==> src/rtl/seg_pkg.sv <==
package seg_pkg;

    localparam int BYTE_W      = 8;
    localparam int PAY_MAX_DEF = 16;
    localparam int HDR_LEN     = 4;
    localparam int PSEQ_W      = 5;

    localparam logic [BYTE_W-1:0] START_BYTE = 8'hCD;
    localparam logic [BYTE_W-1:0] STAT_BASE  = 8'h40;

    typedef enum logic {
        ST_FILL = 1'b0,
        ST_SEND = 1'b1
    } seg_state_e;

    typedef struct packed {
        logic              more;
        logic [PSEQ_W-1:0] pseq;
        logic [BYTE_W-1:0] cseq;
        logic [BYTE_W-1:0] plen;
    } seg_hdr_t;

    function automatic logic [BYTE_W-1:0] status_byte(input logic more,
                                                      input logic [PSEQ_W-1:0] pseq);
        return STAT_BASE | {2'b00, more, pseq};
    endfunction

endpackage

==> src/rtl/seg_chunk_buf.sv <==
module seg_chunk_buf #(
    parameter int PAY_MAX = seg_pkg::PAY_MAX_DEF,
    parameter int CNT_W   = $clog2(PAY_MAX + 1),
    parameter int IDX_W   = $clog2(PAY_MAX + seg_pkg::HDR_LEN)
) (
    input  logic                       clk,
    input  logic                       rst,
    input  logic                       wr_en,
    input  logic [seg_pkg::BYTE_W-1:0] wr_data,
    input  logic                       clr,
    input  logic [IDX_W-1:0]           rd_idx,
    output logic [seg_pkg::BYTE_W-1:0] rd_data,
    output logic [CNT_W-1:0]           count
);
    import seg_pkg::*;

    logic [BYTE_W-1:0] slot_q [PAY_MAX];
    logic [CNT_W-1:0]  count_q;

    always_ff @(posedge clk) begin
        if (rst || clr) begin
            count_q <= '0;
        end else if (wr_en) begin
            count_q <= count_q + CNT_W'(1);
        end
    end

    for (genvar g = 0; g < PAY_MAX; g++) begin : g_slot
        always_ff @(posedge clk) begin
            if (rst) begin
                slot_q[g] <= '0;
            end else if (wr_en && !clr && count_q == CNT_W'(g)) begin
                slot_q[g] <= wr_data;
            end
        end
    end

    always_comb begin
        rd_data = '0;
        for (int k = 0; k < PAY_MAX; k++) begin
            if (rd_idx == IDX_W'(k)) rd_data = slot_q[k];
        end
    end

    assign count = count_q;

    AST_NO_OVERFILL: assert property (@(posedge clk) disable iff (rst)
        wr_en |-> count_q < CNT_W'(PAY_MAX)) else $error("buffer overfill");

endmodule

==> src/rtl/seg_hdr_mux.sv <==
module seg_hdr_mux #(
    parameter int IDX_W = $clog2(seg_pkg::PAY_MAX_DEF + seg_pkg::HDR_LEN)
) (
    input  logic [IDX_W-1:0]           tx_idx,
    input  seg_pkg::seg_hdr_t          hdr,
    input  logic [seg_pkg::BYTE_W-1:0] pay_byte,
    output logic [IDX_W-1:0]           rd_idx,
    output logic [seg_pkg::BYTE_W-1:0] out_data
);
    import seg_pkg::*;

    assign rd_idx = tx_idx - IDX_W'(HDR_LEN);

    always_comb begin
        if (tx_idx == IDX_W'(0))      out_data = START_BYTE;
        else if (tx_idx == IDX_W'(1)) out_data = status_byte(hdr.more, hdr.pseq);
        else if (tx_idx == IDX_W'(2)) out_data = hdr.cseq;
        else if (tx_idx == IDX_W'(3)) out_data = hdr.plen;
        else                          out_data = pay_byte;
    end

endmodule

==> src/rtl/seg_ctrl.sv <==
module seg_ctrl #(
    parameter int PAY_MAX = seg_pkg::PAY_MAX_DEF,
    parameter int CNT_W   = $clog2(PAY_MAX + 1),
    parameter int IDX_W   = $clog2(PAY_MAX + seg_pkg::HDR_LEN)
) (
    input  logic                       clk,
    input  logic                       rst,
    input  logic                       in_valid,
    input  logic                       in_first,
    input  logic                       in_last,
    input  logic                       in_nodata,
    input  logic [seg_pkg::BYTE_W-1:0] in_cmd_seq,
    output logic                       in_ready,
    input  logic [CNT_W-1:0]           buf_count,
    output logic                       buf_wr,
    output logic                       buf_clr,
    input  logic                       out_ready,
    output logic                       out_valid,
    output logic                       out_sop,
    output logic                       out_eop,
    output logic [IDX_W-1:0]           tx_idx,
    output seg_pkg::seg_hdr_t          hdr
);
    import seg_pkg::*;

    seg_state_e        state_q;
    logic [IDX_W-1:0]  idx_q;
    logic [CNT_W-1:0]  len_q;
    logic              more_q;
    logic [PSEQ_W-1:0] pseq_q;
    logic [BYTE_W-1:0] cseq_q;

    logic             accept, wr, close, fire_end;
    logic [CNT_W-1:0] cnt_next;
    logic [IDX_W-1:0] last_idx;

    assign accept   = in_valid && (state_q == ST_FILL);
    assign wr       = accept && !in_nodata;
    assign cnt_next = buf_count + CNT_W'(wr);
    assign close    = accept && (in_last || (wr && buf_count == CNT_W'(PAY_MAX - 1)));
    assign last_idx = IDX_W'(len_q) + IDX_W'(HDR_LEN - 1);
    assign fire_end = (state_q == ST_SEND) && out_ready && (idx_q == last_idx);

    always_ff @(posedge clk) begin
        if (rst) begin
            state_q <= ST_FILL;
            idx_q   <= '0;
            len_q   <= '0;
            more_q  <= 1'b0;
            pseq_q  <= '0;
            cseq_q  <= '0;
        end else begin
            if (accept && in_first) cseq_q <= in_cmd_seq;
            case (state_q)
                ST_FILL: begin
                    if (close) begin
                        if (cnt_next == '0) begin
                            pseq_q <= '0;
                        end else begin
                            state_q <= ST_SEND;
                            len_q   <= cnt_next;
                            more_q  <= !in_last;
                            idx_q   <= '0;
                        end
                    end
                end
                ST_SEND: begin
                    if (out_ready) begin
                        if (idx_q == last_idx) begin
                            state_q <= ST_FILL;
                            pseq_q  <= more_q ? pseq_q + PSEQ_W'(1) : '0;
                        end else begin
                            idx_q <= idx_q + IDX_W'(1);
                        end
                    end
                end
                default: state_q <= ST_FILL;
            endcase
        end
    end

    assign in_ready  = (state_q == ST_FILL);
    assign buf_wr    = wr;
    assign buf_clr   = fire_end;
    assign out_valid = (state_q == ST_SEND);
    assign out_sop   = out_valid && (idx_q == '0);
    assign out_eop   = out_valid && (idx_q == last_idx);
    assign tx_idx    = idx_q;
    assign hdr       = '{more: more_q, pseq: pseq_q, cseq: cseq_q, plen: BYTE_W'(len_q)};

    AST_LEN_RANGE: assert property (@(posedge clk) disable iff (rst)
        (state_q == ST_SEND) |-> (len_q >= CNT_W'(1) && len_q <= CNT_W'(PAY_MAX))) else $error("bad length");

    AST_MORE_FULL: assert property (@(posedge clk) disable iff (rst)
        (state_q == ST_SEND && more_q) |-> (len_q == CNT_W'(PAY_MAX))) else $error("short packet with follow flag");

    AST_PSEQ_RESTART: assert property (@(posedge clk) disable iff (rst)
        (fire_end && !more_q) |=> (pseq_q == '0)) else $error("packet counter not restarted");

endmodule

==> src/rtl/cmd_pkt_segmenter.sv <==
module cmd_pkt_segmenter #(
    parameter int PAY_MAX = seg_pkg::PAY_MAX_DEF
) (
    input  logic       clk,
    input  logic       rst,
    input  logic       in_valid,
    output logic       in_ready,
    input  logic [7:0] in_data,
    input  logic       in_first,
    input  logic       in_last,
    input  logic       in_nodata,
    input  logic [7:0] in_cmd_seq,
    output logic       out_valid,
    input  logic       out_ready,
    output logic [7:0] out_data,
    output logic       out_sop,
    output logic       out_eop
);
    import seg_pkg::*;

    localparam int CNT_W = $clog2(PAY_MAX + 1);
    localparam int IDX_W = $clog2(PAY_MAX + HDR_LEN);

    logic [CNT_W-1:0]  buf_count;
    logic              buf_wr, buf_clr;
    logic [IDX_W-1:0]  tx_idx, rd_idx;
    logic [BYTE_W-1:0] pay_byte;
    seg_hdr_t          hdr;

    seg_ctrl #(.PAY_MAX(PAY_MAX), .CNT_W(CNT_W), .IDX_W(IDX_W)) ctrl_i (
        .clk(clk), .rst(rst),
        .in_valid(in_valid), .in_first(in_first), .in_last(in_last),
        .in_nodata(in_nodata), .in_cmd_seq(in_cmd_seq), .in_ready(in_ready),
        .buf_count(buf_count), .buf_wr(buf_wr), .buf_clr(buf_clr),
        .out_ready(out_ready), .out_valid(out_valid), .out_sop(out_sop),
        .out_eop(out_eop), .tx_idx(tx_idx), .hdr(hdr)
    );

    seg_chunk_buf #(.PAY_MAX(PAY_MAX), .CNT_W(CNT_W), .IDX_W(IDX_W)) buf_i (
        .clk(clk), .rst(rst),
        .wr_en(buf_wr), .wr_data(in_data), .clr(buf_clr),
        .rd_idx(rd_idx), .rd_data(pay_byte), .count(buf_count)
    );

    seg_hdr_mux #(.IDX_W(IDX_W)) mux_i (
        .tx_idx(tx_idx), .hdr(hdr), .pay_byte(pay_byte),
        .rd_idx(rd_idx), .out_data(out_data)
    );

    AST_START_MARK: assert property (@(posedge clk) disable iff (rst)
        (out_valid && out_sop) |-> (out_data == START_BYTE)) else $error("bad start byte");

    AST_OUT_HOLD: assert property (@(posedge clk) disable iff (rst)
        (out_valid && !out_ready) |=> (out_valid && $stable(out_data) && $stable(out_sop) && $stable(out_eop))) else $error("output changed under stall");

    AST_ONE_SIDE: assert property (@(posedge clk) disable iff (rst)
        !(in_ready && out_valid)) else $error("input accepted during send");

endmodule

==> config.mk <==
export PLATFORM = sky130hd
export DESIGN_NAME = cmd_pkt_segmenter
export DESIGN_NICKNAME = d
export VERILOG_FILES = /design/src/rtl/seg_pkg.sv /design/src/rtl/seg_chunk_buf.sv /design/src/rtl/seg_hdr_mux.sv /design/src/rtl/seg_ctrl.sv /design/src/rtl/cmd_pkt_segmenter.sv
export SDC_FILE = /design/constraint.sdc
export NUM_CORES = 1
export LEC_CHECK = 0
export ABC_AREA = 0
export BUFFER_PORTS_ARGS = -buffer_cell sky130_fd_sc_hd__buf_2
export CORE_UTILIZATION = 50
export CTS_BUF_LIST = sky130_fd_sc_hd__clkbuf_4 sky130_fd_sc_hd__clkbuf_8
export DETAILED_ROUTE_END_ITERATION = 10
export PLACE_DENSITY_LB_ADDON = 0.05
export SLEW_MARGIN = 20
export SYNTH_ARGS = -nofsm -noshare
export SYNTH_HDL_FRONTEND = slang
export SYNTH_SLANG_ARGS = --single-unit
==> constraint.sdc <==
create_clock -name clk -period 2.65 [get_ports clk]
set_input_delay 0.53 -clock clk [delete_from_list [all_inputs] [get_ports clk]]
set_output_delay 0.53 -clock clk [all_outputs]
set_load 0.01 [all_outputs]
==> metrics, run 1 <==
H-tree depth=4; final net count=1010; number of synthesized flops with an enable pin=around 130; drt via density=around 6; Synth Cell Area=approximately 8400 um^2; max incr delay on CP=~0.58 ns; syn_nets=850; GR peak layer=met2; Tot Pwr=around 5 mW; grt total ovfl=0; Synth Warn #=0; TritonCTS clock tree=done; Routability Congestion=1.007; Hold-fix buffers, CTS=0; Slew Limit Fails=0; first-pass GRT wire length=around 44 mm; via count=between 7k and 8k; CP required=2.12 ns; largest net degree at the start of global routing=26; share of layout cells above drive strength 1=31.61%; worst-path cell chain=ha_4, or4b_4, o32ai_2, buf_4, a221oi_2, o211a_1, o21ai_2, buf_2; Clock Path Buffers=2; HPWL Detailed=roughly 21 mm; FF-to-FF End=ctrl_i.pseq_q[0]$_SDFFE_PP0P_; DIE AREA=~17000 um^2; Max FO, Critical Path=6; crit path capture type=output pin; R2R Path Start=buf_i.count[0]$_SDFFE_PP0P_; 1st-iter DRT viols=between 800 and 900; Hold WS=approximately 0.25 ns; I/O pin count=35; slowest stage cell, crit path=or4b_4; end of the critical path=out_data[7]; Post-Syn Instances=814; clk_lat worst skew=roughly 0.47 ns; Worst-Margin Slew=approximately 0.65 ns; Root Buffer=clkbuf_8; CP Data Arrival Time=~2.7 ns; CTS clk-pin slew, worst paths=0.10 ns; gr usage total=between 30% and 40%; initial antenna violation count=2; status=complete, but fails checks; row cnt=46; Post-Layout Cell Count=between 1k and 1.5k; worst hold path class=primary input to register; post-synthesis sequential area ratio=53.09%; P_leak=slightly above 4 nW; Die Ht=approximately 130 um; worst reg-to-reg setup slack=between 0.2 and 0.3 ns; Inst Count DP=1152; # setup viols final=8; total wire length=about 29 mm; Port Buf Inserts=34; met2 Usage GRT=a little under three fifths; Initial Utilization=between 50% and 60%; Global Route met3 Usage=6.597%; Async SR Flop Fraction=0%; drt drc=0; worst setup margin=-0.5622 ns; Tcrit/Tclk final=121.2%; Die Width=between 100 and 150 um; Core Box Area=approximately 16000 um^2; PD cells=around 470 nW/um^2; top_reg_cell synth=edfxtp_1; Achievable Freq=roughly 310 MHz; Max VDD drop=approximately 0.66 mV; max cap viols=0; met1 usage in global routing=between 40% and 50%; drt pass-1 iters=7; CTS sink count=approximately 160; Synth Register Bits=about 160; worst clock skew=0.02085 ns; Post-Synthesis Mean Instance Area=just over 10 um^2; Final Critical Period=approximately 3.2 ns; CP startpoint kind=register; post-route ant nets=0; Final Hold Viols=0; Area Overhead vs Synth=28.28%; Crit Path Category=register to output pin; RSZ-0062 raised after global routing=true; vias in the first global route=7144; CP Launch Point=ctrl_i.tx_idx[0]$_SDFFE_PP0P_; ANT cells=0; DP Worst Slack=-0.4114 ns; reg2reg path depth=9; max_slew headroom=around 56%; Yosys cell types=80; TritonCTS buffer count=17; failing checks=negative setup slack; wire length per cell=between 20 and 25 um
[state kept, by name, summed over array words and instances (netlist names)]
| name | flops |
|---|---|
| buf_i.slot_q | 128 |
| ctrl_i.cseq_q | 8 |
| buf_i.count | 5 |
| ctrl_i.len_q | 5 |
| ctrl_i.pseq_q | 5 |
| ctrl_i.tx_idx | 5 |
| ctrl_i.more_q | 1 |
| ctrl_i.out_valid | 1 |
[cell usage after synthesis (3+ instances only)]
master | instances | area (um^2)
o21ai_0 | 44 | 220.2
buf_2 | 12 | 60.06
buf_4 | 3 | 22.52
o31ai_1 | 4 | 30.03
or2_2 | 3 | 18.77
xnor2_1 | 5 | 43.79
nand3_1 | 25 | 125.1
a221oi_1 | 10 | 87.58
and2_1 | 132 | 825.8
dfxtp_1 | 30 | 600.6
nand2b_1 | 10 | 62.56
nand2_1 | 61 | 229.0
xor2_1 | 6 | 52.55
and3_1 | 8 | 50.05
o211ai_1 | 7 | 52.55
o22ai_1 | 5 | 31.28
edfxtp_1 | 128 | 3844
a31oi_1 | 13 | 81.33
o32ai_1 | 5 | 43.79
nand4_1 | 5 | 31.28
a211oi_1 | 9 | 67.56
nor3_1 | 14 | 70.07
a21oi_1 | 35 | 175.2
a22o_1 | 3 | 26.28
a32oi_1 | 3 | 26.28
buf_1 | 5 | 18.77
nor3_2 | 3 | 30.03
nand3b_1 | 5 | 37.54
clkbuf_1 | 25 | 93.84
inv_1 | 23 | 86.33
or3_1 | 3 | 18.77
a22oi_1 | 8 | 60.06
o21a_1 | 5 | 37.54
o221ai_1 | 12 | 105.1
nor2_1 | 69 | 259.0
nor2b_1 | 8 | 50.05
ha_1 | 13 | 162.7
[layout make-up]
cell class | instances | area, um^2
tap | 216 | 270.3
clock inverter | 14 | 155.1
timing repair buffer | 187 | 1409
multi-input combinational | 585 | 4093
sequential | 158 | 4459
fill | 1296 | 5376
inverter | 25 | 111.4
clock buffer | 18 | 241.5
[through the flow]
stage	area (um^2)	utilization (%)	TNS (ns)
4_1_cts	10560	65.55	-3.854
2_1_floorplan	8392	-	0
3_3_place_gp	9625	59.73	-1.952
3_5_place_dp	9625	59.73	-2.732
6_report	10740	66.64	-3.938
5_1_grt	10740	66.64	-4.442
[placed cells by master (no fill, tap or decap), types with 5 or more instances in the layout]
| cell | n |
|---|---|
| buf_4 | 138 |
| and2_1 | 132 |
| edfxtp_1 | 128 |
| nor2_1 | 64 |
| nand2_1 | 58 |
| o21ai_0 | 36 |
| buf_2 | 34 |
| a21oi_1 | 30 |
| dfxtp_1 | 24 |
| nand3_1 | 22 |
| inv_1 | 18 |
| clkbuf_8 | 17 |
| nor3_1 | 11 |
| nand2b_1 | 10 |
| a31oi_1 | 10 |
| buf_6 | 10 |
| o221ai_1 | 9 |
| and3_1 | 8 |
| o21ai_2 | 8 |
| a22oi_1 | 7 |
| o211ai_1 | 7 |
| ha_1 | 7 |
| inv_8 | 7 |
| a211oi_1 | 6 |
| xor2_1 | 6 |
| nor2_2 | 5 |
| nor2b_1 | 5 |
| nand4_1 | 5 |
| a221oi_1 | 5 |
| nand3b_1 | 5 |
| a221oi_2 | 5 |
| inv_6 | 5 |
| o21a_1 | 5 |
[where the power goes]
part	internal (mW)	switching [mW]
combinational	0.138	0.270
clock	0.729	1.09
sequential	2.76	0.0650
[cells by family after synthesis]
group / share of synthesized area, %
multiplexers: 0.2391
adder cells (fa/ha/maj): 1.943
XOR/XNOR: 1.151
AND/OR/NAND/NOR: 23.54
AO/OA/AOI/OAI: 16.46
flip-flops: 53.09
buffers and inverters: 3.587
[worst min-delay path by stage]
stage	start	endpoint	cells after the start
2_1_floorplan	ctrl_i.cseq_q[5]$_SDFFE_PP0P_	ctrl_i.cseq_q[5]$_SDFFE_PP0P_	2
3_3_place_gp	ctrl_i.cseq_q[3]$_SDFFE_PP0P_	ctrl_i.cseq_q[3]$_SDFFE_PP0P_	2
3_5_place_dp	ctrl_i.cseq_q[3]$_SDFFE_PP0P_	ctrl_i.cseq_q[3]$_SDFFE_PP0P_	2
4_1_cts	in_last	ctrl_i.more_q$_SDFFE_PP0P_	2
5_1_grt	in_last	ctrl_i.more_q$_SDFFE_PP0P_	2
6_report	in_last	ctrl_i.more_q$_SDFFE_PP0P_	2
[layer usage]
metal,vias to the layer above,share of wire (%)
met2,308,47
li1,3310,-
met1,3588,43
met4,2,3.5
met3,61,6.6
met5,-,0.045
[repair_timing]
action	in CTS	in global routing
pin swaps	28	25
resized for setup	104	30
setup endpoints to repair	9	9
buffers inserted	12	8
[critical path: cells and delay by family (launching register included)]
family / cells / cell delay (ns)
compound gates: 4 / 0.72
flops: 1 / 0.40
simple gates: 1 / 0.58
fa+ha+maj: 1 / 0.19
buf+inv: 2 / 0.32
No activity file was read; power rests on OpenSTA's default activity.
==> run 2, diff against run 1 <==
--- a/constraint.sdc
+++ b/constraint.sdc
@@ -3,2 +3,2 @@
 set_output_delay 0.53 -clock clk [all_outputs]
-set_load 0.01 [all_outputs]
+set_load 0.005 [all_outputs]
==> metrics, run 2 (synthesis results as in run 1) <==
I/O pin count=35; Tot Pwr=between 5 and 6 mW; grt total ovfl=0; 1st-iter DRT viols=814; worst clock skew=0.01489 ns; Clock Path Buffers=2; Area Overhead vs Synth=29.64%; drt drc=0; worst setup margin=-0.5313 ns; via count=between 7k and 8k; worst reg-to-reg setup slack=0.29 ns; RSZ-0062 raised after global routing=true; initial antenna violation count=0; Design Area, Final=approximately 11000 um^2; Hold Startpoint=in_last; PD cells=~470 nW/um^2; failing checks=negative setup slack; reg2reg path depth=9; max cap viols=0; Die Ht=~130 um; P_leak=4.111 nW; Max VDD drop=between 0.4 and 0.5 mV; Core Box Area=around 16000 um^2; worst hold path class=primary input to register; Final Hold Viols=0; CP startpoint kind=register; Slew Limit Fails=0; Final Critical Period=roughly 3.2 ns; H-tree depth=4; status=complete, but fails checks; leading cell type in the layout, fill and taps excluded=buf_4; most frequent cells in the layout=136 x buf_4, 131 x and2_1, 128 x edfxtp_1, 67 x nor2_1, 57 x nand2_1; final net count=between 1k and 1.5k; wire length per cell=between 20 and 25 um; clk_lat worst skew=0.48 ns; worst hold endpoint=ctrl_i.more_q$_SDFFE_PP0P_; gr usage total=roughly a third; vias in the first global route=roughly 6.9k; number of fill cells=1304; Achievable Freq=roughly 310 MHz; post-route ant nets=0; CP Data Arrival Time=2.65 ns; crit path capture type=output pin; drt via density=between 6 and 7; Port Buf Inserts=34; Tcrit/Tclk final=120.0%; largest net degree at the start of global routing=26; first-pass GRT wire length=42.55 mm; max reg flops=roughly 130; Most flops, register=buf_i.slot_q; TritonCTS clock tree=done; Initial Utilization=51.95%; DIE AREA=17260 um^2; top flop regs=buf_i.slot_q: 128 flops, ctrl_i.cseq_q: 8 flops; # setup viols final=8; max_slew headroom=55.33%; CP required=around 2.1 ns; Crit Path Category=register to output pin; Worst-Margin Slew=roughly 0.66 ns; Routability Congestion=a little over 1; ANT cells=0; total wire length=around 29 mm; CTS sink count=around 160; drt pass-1 iters=8; HPWL Detailed=slightly above 20 mm; Die Width=between 100 and 150 um; row cnt=46; share of layout cells above drive strength 1=approximately 32%; Cell Area, Placed=between 9000 and 10000 um^2; Root Buffer=clkbuf_8; Hold-fix buffers, CTS=0; WHS Path Cells=2; FF-to-FF End=ctrl_i.pseq_q[3]$_SDFFE_PP0P_; CTS clk-pin slew, worst paths=roughly 0.1 ns; TritonCTS buffer count=17; R2R Path Start=buf_i.count[0]$_SDFFE_PP0P_; Max FO, Critical Path=8
==> run 2: critical path, stage by stage (launching register included) <==
cell,delay (ns)
dfxtp_4,0.40
inv_4,0.06
ha_4,0.18
buf_12,0.15
nand2_1,0.24
o41ai_1,0.16
a221oi_1,0.39
a31oi_4,0.16
buf_4,0.15
o22a_1,0.15
buf_2,0.13
==> run 2: final cells by class <==
type,instances,area [um^2],area share (%)
tap,216,270.3,2.490
multi-input combinational,585,4193,38.63
timing repair buffer,188,1436,13.23
inverter,25,108.9,1.003
sequential,158,4458,41.08
clock buffer,18,241.5,2.225
clock inverter,14,145.1,1.337
==> run 2: power by group <==
group	internal, mW	switching [mW]	leakage [nW]
clock	0.788	1.05	0.195
sequential	2.76	0.0682	1.57
combinational	0.142	0.267	2.35
==> run 2: how the worst max path moves through the flow <==
stage / end / cells past startpoint / startpoint / slack, ns
after floorplan: ctrl_i.tx_idx[3]$_SDFFE_PP0P_ / 11 / in_valid / 0.01
after global placement: out_data[6] / 10 / ctrl_i.tx_idx[0]$_SDFFE_PP0P_ / -0.46
after detailed placement: out_data[6] / 11 / ctrl_i.tx_idx[1]$_SDFFE_PP0P_ / -0.44
after CTS: out_data[2] / 8 / ctrl_i.tx_idx[1]$_SDFFE_PP0P_ / -0.50
after global routing: out_data[6] / 9 / ctrl_i.tx_idx[0]$_SDFFE_PP0P_ / -0.59
final: out_data[6] / 10 / ctrl_i.tx_idx[1]$_SDFFE_PP0P_ / -0.53
==> run 2: timing repair <==
action | CTS | global route
setup buffers | 5 | 21
gates resized for setup | 73 | 80
pin swaps | 25 | 39
endpoints found under the setup margin | 9 | 9
==> run 2: per-stage QoR <==
step	cells	hold slack [ns]	setup slack, ns	setup TNS, ns	util [%]
2_1_floorplan	814	0.4319	0.009837	0	-
3_3_place_gp	1147	0.4457	-0.4567	-1.474	59.65
3_5_place_dp	1147	0.4577	-0.4413	-2.078	59.65
4_1_cts	1184	0.2308	-0.5046	-3.921	64.31
5_1_grt	1204	0.2583	-0.5907	-4.247	67.34
6_report	1204	0.2442	-0.5313	-3.777	67.34
==> run 2: per-layer routing <==
metal,wire length (um),GRT usage [%],vias up
met5,0,0,-
met2,13480,53.96,343
li1,-,-,3310
met4,901,12.27,0
met3,2257,5.710,47
met1,11960,46.08,3555
